<file path="src/rtl/pwm_tick_pkg.sv">
package pwm_tick_pkg;
  localparam int REG_W    = 8;
  localparam int SEL_W    = 2;
  localparam int SEL_LSB  = 5;
  localparam int DITH_BIT = 2;
  localparam int FLAG_BIT = 0;
  localparam int DIV_W    = (1 << SEL_W) - 1;

  // control -> datapath
  typedef struct packed {
    logic [SEL_W-1:0] activeSel;
  } tickCmd_t;

  // datapath -> control
  typedef struct packed {
    logic wrap;
  } tickEvt_t;
endpackage

</file>
<file path="src/rtl/pwm_tick_dp.sv">
module pwm_tick_dp
  import pwm_tick_pkg::*;
#(
  parameter int CNT_W = 11
) (
  input  logic             clk,
  input  logic             rstN,
  input  tickCmd_t         cmd,
  output tickEvt_t         evt,
  output logic             countStrobe,
  output logic [CNT_W-1:0] periodCount
);
  logic [DIV_W-1:0] divCnt;
  logic [DIV_W-1:0] divMax;
  logic [CNT_W-1:0] periodCnt;

  // Terminal count of the divider for the active ratio
  always_comb begin
    divMax = DIV_W'((1 << cmd.activeSel) - 1);
  end

  assign countStrobe = (divCnt == divMax);
  assign evt.wrap    = countStrobe && (&periodCnt);
  assign periodCount = periodCnt;

  // The divider restarts on every strobe, which includes every wrap,
  // so a newly loaded ratio always begins from zero.
  always_ff @(posedge clk) begin
    if (!rstN) begin
      divCnt    <= '0;
      periodCnt <= '0;
    end else begin
      if (countStrobe) divCnt <= '0;
      else             divCnt <= divCnt + DIV_W'(1);
      if (countStrobe) periodCnt <= periodCnt + CNT_W'(1);
    end
  end

  AST_DIV_BOUND: assert property (@(posedge clk) disable iff (!rstN)
    divCnt <= divMax);
  AST_CNT_HOLD: assert property (@(posedge clk) disable iff (!rstN)
    !countStrobe |=> $stable(periodCount));
  AST_CNT_STEP: assert property (@(posedge clk) disable iff (!rstN)
    countStrobe |=> (periodCount == CNT_W'($past(periodCount) + 1)));
endmodule

</file>
<file path="src/rtl/pwm_tick_ctrl.sv">
module pwm_tick_ctrl
  import pwm_tick_pkg::*;
(
  input  logic             clk,
  input  logic             rstN,
  input  logic             wrEn,
  input  logic [REG_W-1:0] wrData,
  input  tickEvt_t         evt,
  output tickCmd_t         cmd,
  output logic [REG_W-1:0] rdData,
  output logic             ditherOn,
  output logic             irqReq
);
  logic [SEL_W-1:0] pendSel;
  logic [SEL_W-1:0] activeSel;
  logic             dithBit;
  logic             ovfFlag;
  logic             unusedWrBits;

  assign unusedWrBits = ^{wrData[REG_W-1:SEL_LSB+SEL_W],
                          wrData[SEL_LSB-1:DITH_BIT+1],
                          wrData[DITH_BIT-1:FLAG_BIT+1]};

  always_ff @(posedge clk) begin
    if (!rstN) begin
      pendSel   <= '0;
      activeSel <= '0;
      dithBit   <= 1'b0;
      ovfFlag   <= 1'b0;
    end else begin
      if (wrEn) begin
        pendSel <= wrData[SEL_LSB +: SEL_W];
        dithBit <= wrData[DITH_BIT];
      end
      // The ratio is loaded only at a period boundary
      if (evt.wrap) activeSel <= pendSel;
      // If a set and a clear arrive together, the set takes priority
      if (evt.wrap)                       ovfFlag <= 1'b1;
      else if (wrEn && wrData[FLAG_BIT])  ovfFlag <= 1'b0;
    end
  end

  always_comb begin
    rdData                     = '0;
    rdData[SEL_LSB +: SEL_W]   = pendSel;
    rdData[DITH_BIT]           = dithBit;
    rdData[FLAG_BIT]           = ovfFlag;
  end

  assign cmd.activeSel = activeSel;
  assign ditherOn      = dithBit;
  assign irqReq        = ovfFlag;

  AST_SEL_DEFER: assert property (@(posedge clk) disable iff (!rstN)
    !evt.wrap |=> $stable(cmd.activeSel));
  AST_FLAG_SET: assert property (@(posedge clk) disable iff (!rstN)
    evt.wrap |=> irqReq);
  AST_FLAG_W1C: assert property (@(posedge clk) disable iff (!rstN)
    (wrEn && wrData[FLAG_BIT] && !evt.wrap) |=> !irqReq);
  AST_FLAG_KEEP: assert property (@(posedge clk) disable iff (!rstN)
    (irqReq && !(wrEn && wrData[FLAG_BIT])) |=> irqReq);
endmodule

</file>
<file path="src/rtl/pwm_tick_top.sv">
module pwm_tick_top
  import pwm_tick_pkg::*;
#(
  parameter int CNT_W = 11
) (
  input  logic             clk,
  input  logic             rstN,
  input  logic             wrEn,
  input  logic [7:0]       wrData,
  output logic [7:0]       rdData,
  output logic             ditherOn,
  output logic             irqReq,
  output logic             countStrobe,
  output logic [CNT_W-1:0] periodCount,
  output logic             periodWrap
);
  tickCmd_t cmd;
  tickEvt_t evt;

  pwm_tick_ctrl uCtrl (
    .clk      (clk),
    .rstN     (rstN),
    .wrEn     (wrEn),
    .wrData   (wrData),
    .evt      (evt),
    .cmd      (cmd),
    .rdData   (rdData),
    .ditherOn (ditherOn),
    .irqReq   (irqReq)
  );

  pwm_tick_dp #(.CNT_W(CNT_W)) uDp (
    .clk         (clk),
    .rstN        (rstN),
    .cmd         (cmd),
    .evt         (evt),
    .countStrobe (countStrobe),
    .periodCount (periodCount)
  );

  assign periodWrap = evt.wrap;
endmodule

</file>
<file path="config.mk">
export PLATFORM = sky130hd
export DESIGN_NAME = pwm_tick_top
export DESIGN_NICKNAME = d
export VERILOG_FILES = /design/src/rtl/pwm_tick_pkg.sv /design/src/rtl/pwm_tick_dp.sv /design/src/rtl/pwm_tick_ctrl.sv /design/src/rtl/pwm_tick_top.sv
export SDC_FILE = /design/constraint.sdc
export NUM_CORES = 1
export LEC_CHECK = 0
export ABC_AREA = 1
export CAP_MARGIN = 20
export CORE_ASPECT_RATIO = 0.6
export CORE_MARGIN = 10
export CORE_UTILIZATION = 45
export DETAILED_ROUTE_END_ITERATION = 6
export PLACE_DENSITY = 0.89
export SYNTH_ARGS = -nofsm -noshare
export SYNTH_HDL_FRONTEND = slang
export SYNTH_SLANG_ARGS = --single-unit
</file>
<file path="constraint.sdc">
create_clock -name clk -period 1.4 [get_ports clk]
set_input_delay 0.35 -clock clk [delete_from_list [all_inputs] [get_ports clk]]
set_output_delay 0.35 -clock clk [all_outputs]
set_load 0.01 [all_outputs]
</file>
Word-level counts from Yosys, hierarchy flattened. Index checks and enable logic that the tools add are counted.

Bitwise operators: 1. Equality and inequality tests: 1. Reductions and logical operators: 5. Add/subtract/negate cells: 3. Shift operators: 1. Multiplexer cells: 2.

Operators with widths (number): adder 11 x 1 -> 11 bit, second input constant (1); AND reduction 11 bit (1); adder 3 x 1 -> 3 bit, second input constant (1); equality test 3 bit (1); left shift 1 x 2 -> 3 bit, first input constant (1); subtractor 3 x 2 -> 3 bit, second input constant (1); logical AND 1 bit (2); 2-to-1 mux 1 bit (2); nonzero test 2 bit (1); OR reduction 2 bit (1); inverter 1 bit (1).

Logic and storage cells: 19. Bits in registers: 20. Input bits: 11.

Logic depth before layout (Yosys ltp).
Depth in word-level cells: 5. Depth in mapped cells: 8. Depth with buffers taken out: 8.

Modules after synthesis. Synthesis repeated with hierarchy kept, for this count alone.

Cell total of the unflattened synthesis: 153. Area, all modules: 1026.0 µm².

Modules (own cells, without submodules): pwm_tick_dp (area an instance 770.7 µm², instances 1, cells each 119); pwm_tick_ctrl (area an instance 255.2 µm², instances 1, cells each 34).

Worst setup path before layout. OpenSTA, ideal clock, no wires.

Path type: register -> output. Start point: reg uDp.periodCnt[0], in the netlist uDp.periodCount[0]. End point: out periodWrap. Arrival time: 1148 ps. Setup slack: -98 ps. Cell stages (with the launch flop): 6. Path through: dfxtp_1 -> ha_1 -> nand2_1 -> nor2_2 -> nand4_1 -> nor2_2.

Cells in the longest elaborated chain, start to end: 2.

Ends and longest elaborated chain: from (decl) (line pwm_tick_dp.sv:15) `logic [CNT_W-1:0] periodCnt;`; from (signal assigned) (line pwm_tick_dp.sv:35) `if (countStrobe) periodCnt <= periodCnt + CNT_W'(1);`; AND reduction 11 bit (line pwm_tick_dp.sv:23) `assign evt.wrap = countStrobe && (&periodCnt);`; logical AND 1 bit (line pwm_tick_dp.sv:23); to (decl) (line pwm_tick_top.sv:15) `output logic periodWrap`.

No other way between the ends.

Worst setup path in the final report.
Start point: reg uDp.periodCnt[1], in the netlist uDp.periodCount[1]. End point: out periodWrap.

Same word-level chain as after synthesis.

==> flow_results.xml <==
<?xml version="1.0" encoding="UTF-8"?>
<metrics>
  <group name="synthesis">
    <metric name="synth-edff-count" unit="">0</metric>
    <metric name="postSynthCellCount" unit="">158</metric>
    <metric name="synth_area_leaders" unit="">dfxtp_1 37%, nand2_1 16%, nor2_1 8.7%</metric>
    <metric name="yosys.cell_count.top_type" unit="">nand2_1</metric>
    <metric name="synth_async_sr_flop_share" unit="%">0</metric>
    <metric name="yosys.area.top_type" unit="">dfxtp_1</metric>
    <metric name="synth_flop_cell" unit="">dfxtp_1</metric>
    <metric name="synth_area" unit="mm²">0.00108</metric>
    <metric name="synth.distinct_cells" unit="">22</metric>
    <metric name="synth_warnings" unit="">0</metric>
    <metric name="synth_sequential_area_ratio" unit="%">37.0</metric>
    <metric name="ys_ff_latch" unit="">20</metric>
    <metric name="netlist.area_leader.share" unit="%">37.0</metric>
    <metric name="top_cell_types_by_occurrence_after_synthesis" unit="">45 x nand2_1, 25 x nor2_1, 20 x dfxtp_1</metric>
    <metric name="postSynthAreaPerCell" unit="µm²">6.86</metric>
  </group>
  <group name="run_status">
    <metric name="run_status" unit="">finished, violations left</metric>
    <metric name="violations" unit="">setup timing</metric>
  </group>
  <group name="routing">
    <metric name="vias" unit="">1176</metric>
    <metric name="initialDrtViolationCount" unit="">75</metric>
    <metric name="wirelength" unit="mm">3.26</metric>
    <metric name="avgViaCountPerCell" unit="">4.94</metric>
    <metric name="drtPass1Iterations" unit="">4</metric>
    <metric name="drc_errors" unit="">0</metric>
    <metric name="route.antenna.remaining_nets" unit="">0</metric>
    <metric name="routedWlPerCell" unit="µm">13.7</metric>
  </group>
  <group name="setup_path">
    <metric name="setup.worst_path.class" unit="">register to output pin</metric>
    <metric name="critPathCaptureType" unit="">output pin</metric>
    <metric name="critical_path_data_required_time" unit="ns">1.05</metric>
    <metric name="timing.critical_path.cells" unit="">ha_4 &gt; nand2_4 &gt; nor2_4 &gt; nand4_1 &gt; nor2_2 &gt; buf_2</metric>
    <metric name="timing.critical_path.slowest_cell_delay" unit="ns">0.36</metric>
    <metric name="ff2ff_setup_slack" unit="ns">0.06</metric>
    <metric name="cpLargestDelayFamily" unit="">simple AND/OR/NAND/NOR gates</metric>
    <metric name="cp-start-kind" unit="">register</metric>
    <metric name="path_max_fanout" unit="">2</metric>
    <metric name="worst_path_max_delay_cell" unit="">dfxtp_4</metric>
    <metric name="crit_buf_inv" unit="">1</metric>
    <metric name="worstPathArrival" unit="ns">1.37</metric>
  </group>
  <group name="clock_network">
    <metric name="htreeDepth" unit="">1</metric>
    <metric name="cts_num_sinks" unit="">20</metric>
    <metric name="tritoncts" unit="">yes</metric>
    <metric name="cts_hold_repair_buffers" unit="">0</metric>
    <metric name="cts_made_buffers" unit="">3</metric>
    <metric name="clk_pin_slew" unit="ns">0.08</metric>
    <metric name="clkLatencyLatePin" unit="ns">0.26</metric>
    <metric name="cts_root_buffer" unit="">clkbuf_8</metric>
    <metric name="clock_path_buffers" unit="">2</metric>
  </group>
  <group name="final_layout">
    <metric name="synthesis_to_layout_area_growth" unit="%">53.1</metric>
    <metric name="layout.core_utilization" unit="%">74.5</metric>
    <metric name="post_route_cells_drive_above_1_share" unit="%">29.8</metric>
    <metric name="final_net_count" unit="">222</metric>
    <metric name="layout.cells.non_filler" unit="">238</metric>
    <metric name="insertedDiodeCount" unit="">0</metric>
  </group>
  <group name="sta">
    <metric name="rsz0062_at_grt" unit="">yes</metric>
    <metric name="setup_viol" unit="">2</metric>
    <metric name="finClkSkew" unit="ns">0.00133</metric>
    <metric name="hold_viol_final" unit="">0</metric>
    <metric name="timing_max_transition_violations_final" unit="">0</metric>
    <metric name="max_clock_freq" unit="MHz">582</metric>
    <metric name="worst_slack" unit="ns">-0.317</metric>
    <metric name="finalWorstPathRequiredPeriod" unit="ns">1.72</metric>
    <metric name="min_period_over_period" unit="%">123</metric>
  </group>
  <group name="grt">
    <metric name="globalRouteTotalUtil" unit="%">13.4</metric>
    <metric name="grt_pass1_vias" unit="">1168</metric>
    <metric name="wire_length_of_the_first_global_routing_pass" unit="mm">5.34</metric>
    <metric name="grt_remaining_overflow" unit="">0</metric>
    <metric name="grt_max_degree" unit="">19</metric>
    <metric name="grt_antenna_before_repair" unit="">0</metric>
  </group>
  <group name="floorplan">
    <metric name="placementRows" unit="">13</metric>
    <metric name="floorplan.die_area" unit="mm²">0.00484</metric>
    <metric name="dieWidth" unit="µm">83.4</metric>
    <metric name="initial_core_util" unit="%">48.6</metric>
    <metric name="floorplan.die.height" unit="µm">58.0</metric>
    <metric name="coreArea" unit="mm²">0.00223</metric>
    <metric name="io_pins" unit="">34</metric>
  </group>
  <group name="placement">
    <metric name="replace_congestion" unit="">0.856</metric>
    <metric name="dp.cells" unit="">234</metric>
    <metric name="dp_hpwl" unit="mm">2.49</metric>
    <metric name="port-buffer-count" unit="">25</metric>
  </group>
  <group name="min_path">
    <metric name="hp-class" unit="">register to register</metric>
  </group>
  <group name="power_and_ir_drop">
    <metric name="peakVddDrop" unit="µV">498</metric>
    <metric name="powerDensity" unit="mW/mm²">771</metric>
    <metric name="static-leakage-power" unit="nW">0.835</metric>
  </group>
  <group name="run">
    <metric name="maxCapViolCount" unit="">0</metric>
  </group>
</metrics>
==> metal layers <==
metal	track usage (%)	up-vias	part of all wire [%]
met1	14.5	532	42
met5	0	-	0
met4	5.56	0	2.6
met3	5.58	8	8.3
met2	23.2	52	47
li1	-	584	-
==> registers in the layout, summed over array words and instances, names as in the netlist <==
signal           cells
uCtrl.pendSel        2
uDp.divCnt           3
uCtrl.cmd            2
uCtrl.ditherOn       1
uCtrl.irqReq         1
uDp.periodCount     11
==> layout make-up <==
| class | instances | area (µm²) |
|---|---|---|
| tap | 30 | 37.5 |
| clock inverter | 1 | 30.0 |
| clock buffer | 3 | 41.3 |
| inverter | 17 | 63.8 |
| fill | 146 | 569 |
| timing repair buffer | 51 | 434 |
| multi-input combinational | 116 | 632 |
| sequential | 20 | 420 |
==> logic make-up (layout without fill, tap and decap cells) <==
group	Yosys count	after routing	synth area share, %
flip-flops	20	20	37.0
adder cells (fa/ha/maj)	2	2	2.31
AND/OR/NAND/NOR	91	91	39.5
AO/OA/AOI/OAI	17	17	7.85
other	1	4	0.346
buffers and inverters	25	72	11.4
XOR/XNOR	2	2	1.62
==> timing repair <==
action                                  4_1_cts  5_1_grt
pin swaps                                    10        8
endpoints found under the setup margin       32       16
setup buffers                                 2        1
resized for setup                            42       14
==> worst reg2reg max path, cell delays in order (launching register included) <==
cell and delay [ns]:
dfxtp_4 0.38, nand2_2 0.06, nand2_2 0.08, buf_6 0.10, nand3_4 0.09, nor2_8 0.13
buf_8 0.18, nand3_1 0.08, nand2_1 0.08, nor2_1 0.05
==> worst paths after layout <==
| path | start | end | cells after the start |
|---|---|---|---|
| setup / recovery | uDp.periodCount[1] | periodWrap | 6 |
| setup reg to reg | uCtrl.cmd[0] | uCtrl.cmd[0] | 9 |
| hold reg to reg | uCtrl.pendSel[0] | uCtrl.pendSel[0] | 2 |
| hold / removal | uCtrl.pendSel[0] | uCtrl.pendSel[0] | 2 |
==> metrics by stage <==
stage | setup WS (ns) | hold WS, ns | setup TNS (ns) | total power [mW] | area [µm²]
CTS | -0.279 | 0.485 | -0.523 | 1.28 | 1640
floorplan | 0.00274 | 0.461 | 0 | 0.660 | 1110
finish | -0.317 | 0.485 | -0.484 | 1.28 | 1660
detailed placement | -0.470 | 0.475 | -1.18 | 0.724 | 1540
global placement | -0.396 | 0.464 | -0.734 | 0.718 | 1540
global route | -0.407 | 0.518 | -0.671 | 1.32 | 1660
==> where the power goes <==
group | internal [mW] | total (mW) | switching (mW)
clock network | 0.382 | 0.577 | 0.196
logic | 0.0573 | 0.113 | 0.0555
registers | 0.578 | 0.589 | 0.0106
==> placed cells by master (no fill, tap or decap), types with 4 or more instances in the layout <==
master,n
dfxtp_4,4
buf_4,24
a21oi_1,12
dlygate4sd2_1,15
dfxtp_2,4
nand2_1,41
clkdlybuf4s50_1,6
nand3_1,8
nor2_1,21
conb_1,4
nor2_4,4
o21ai_0,4
nor2_2,5
dfxtp_1,12
inv_1,14
Power figures use the tool's default switching activity.
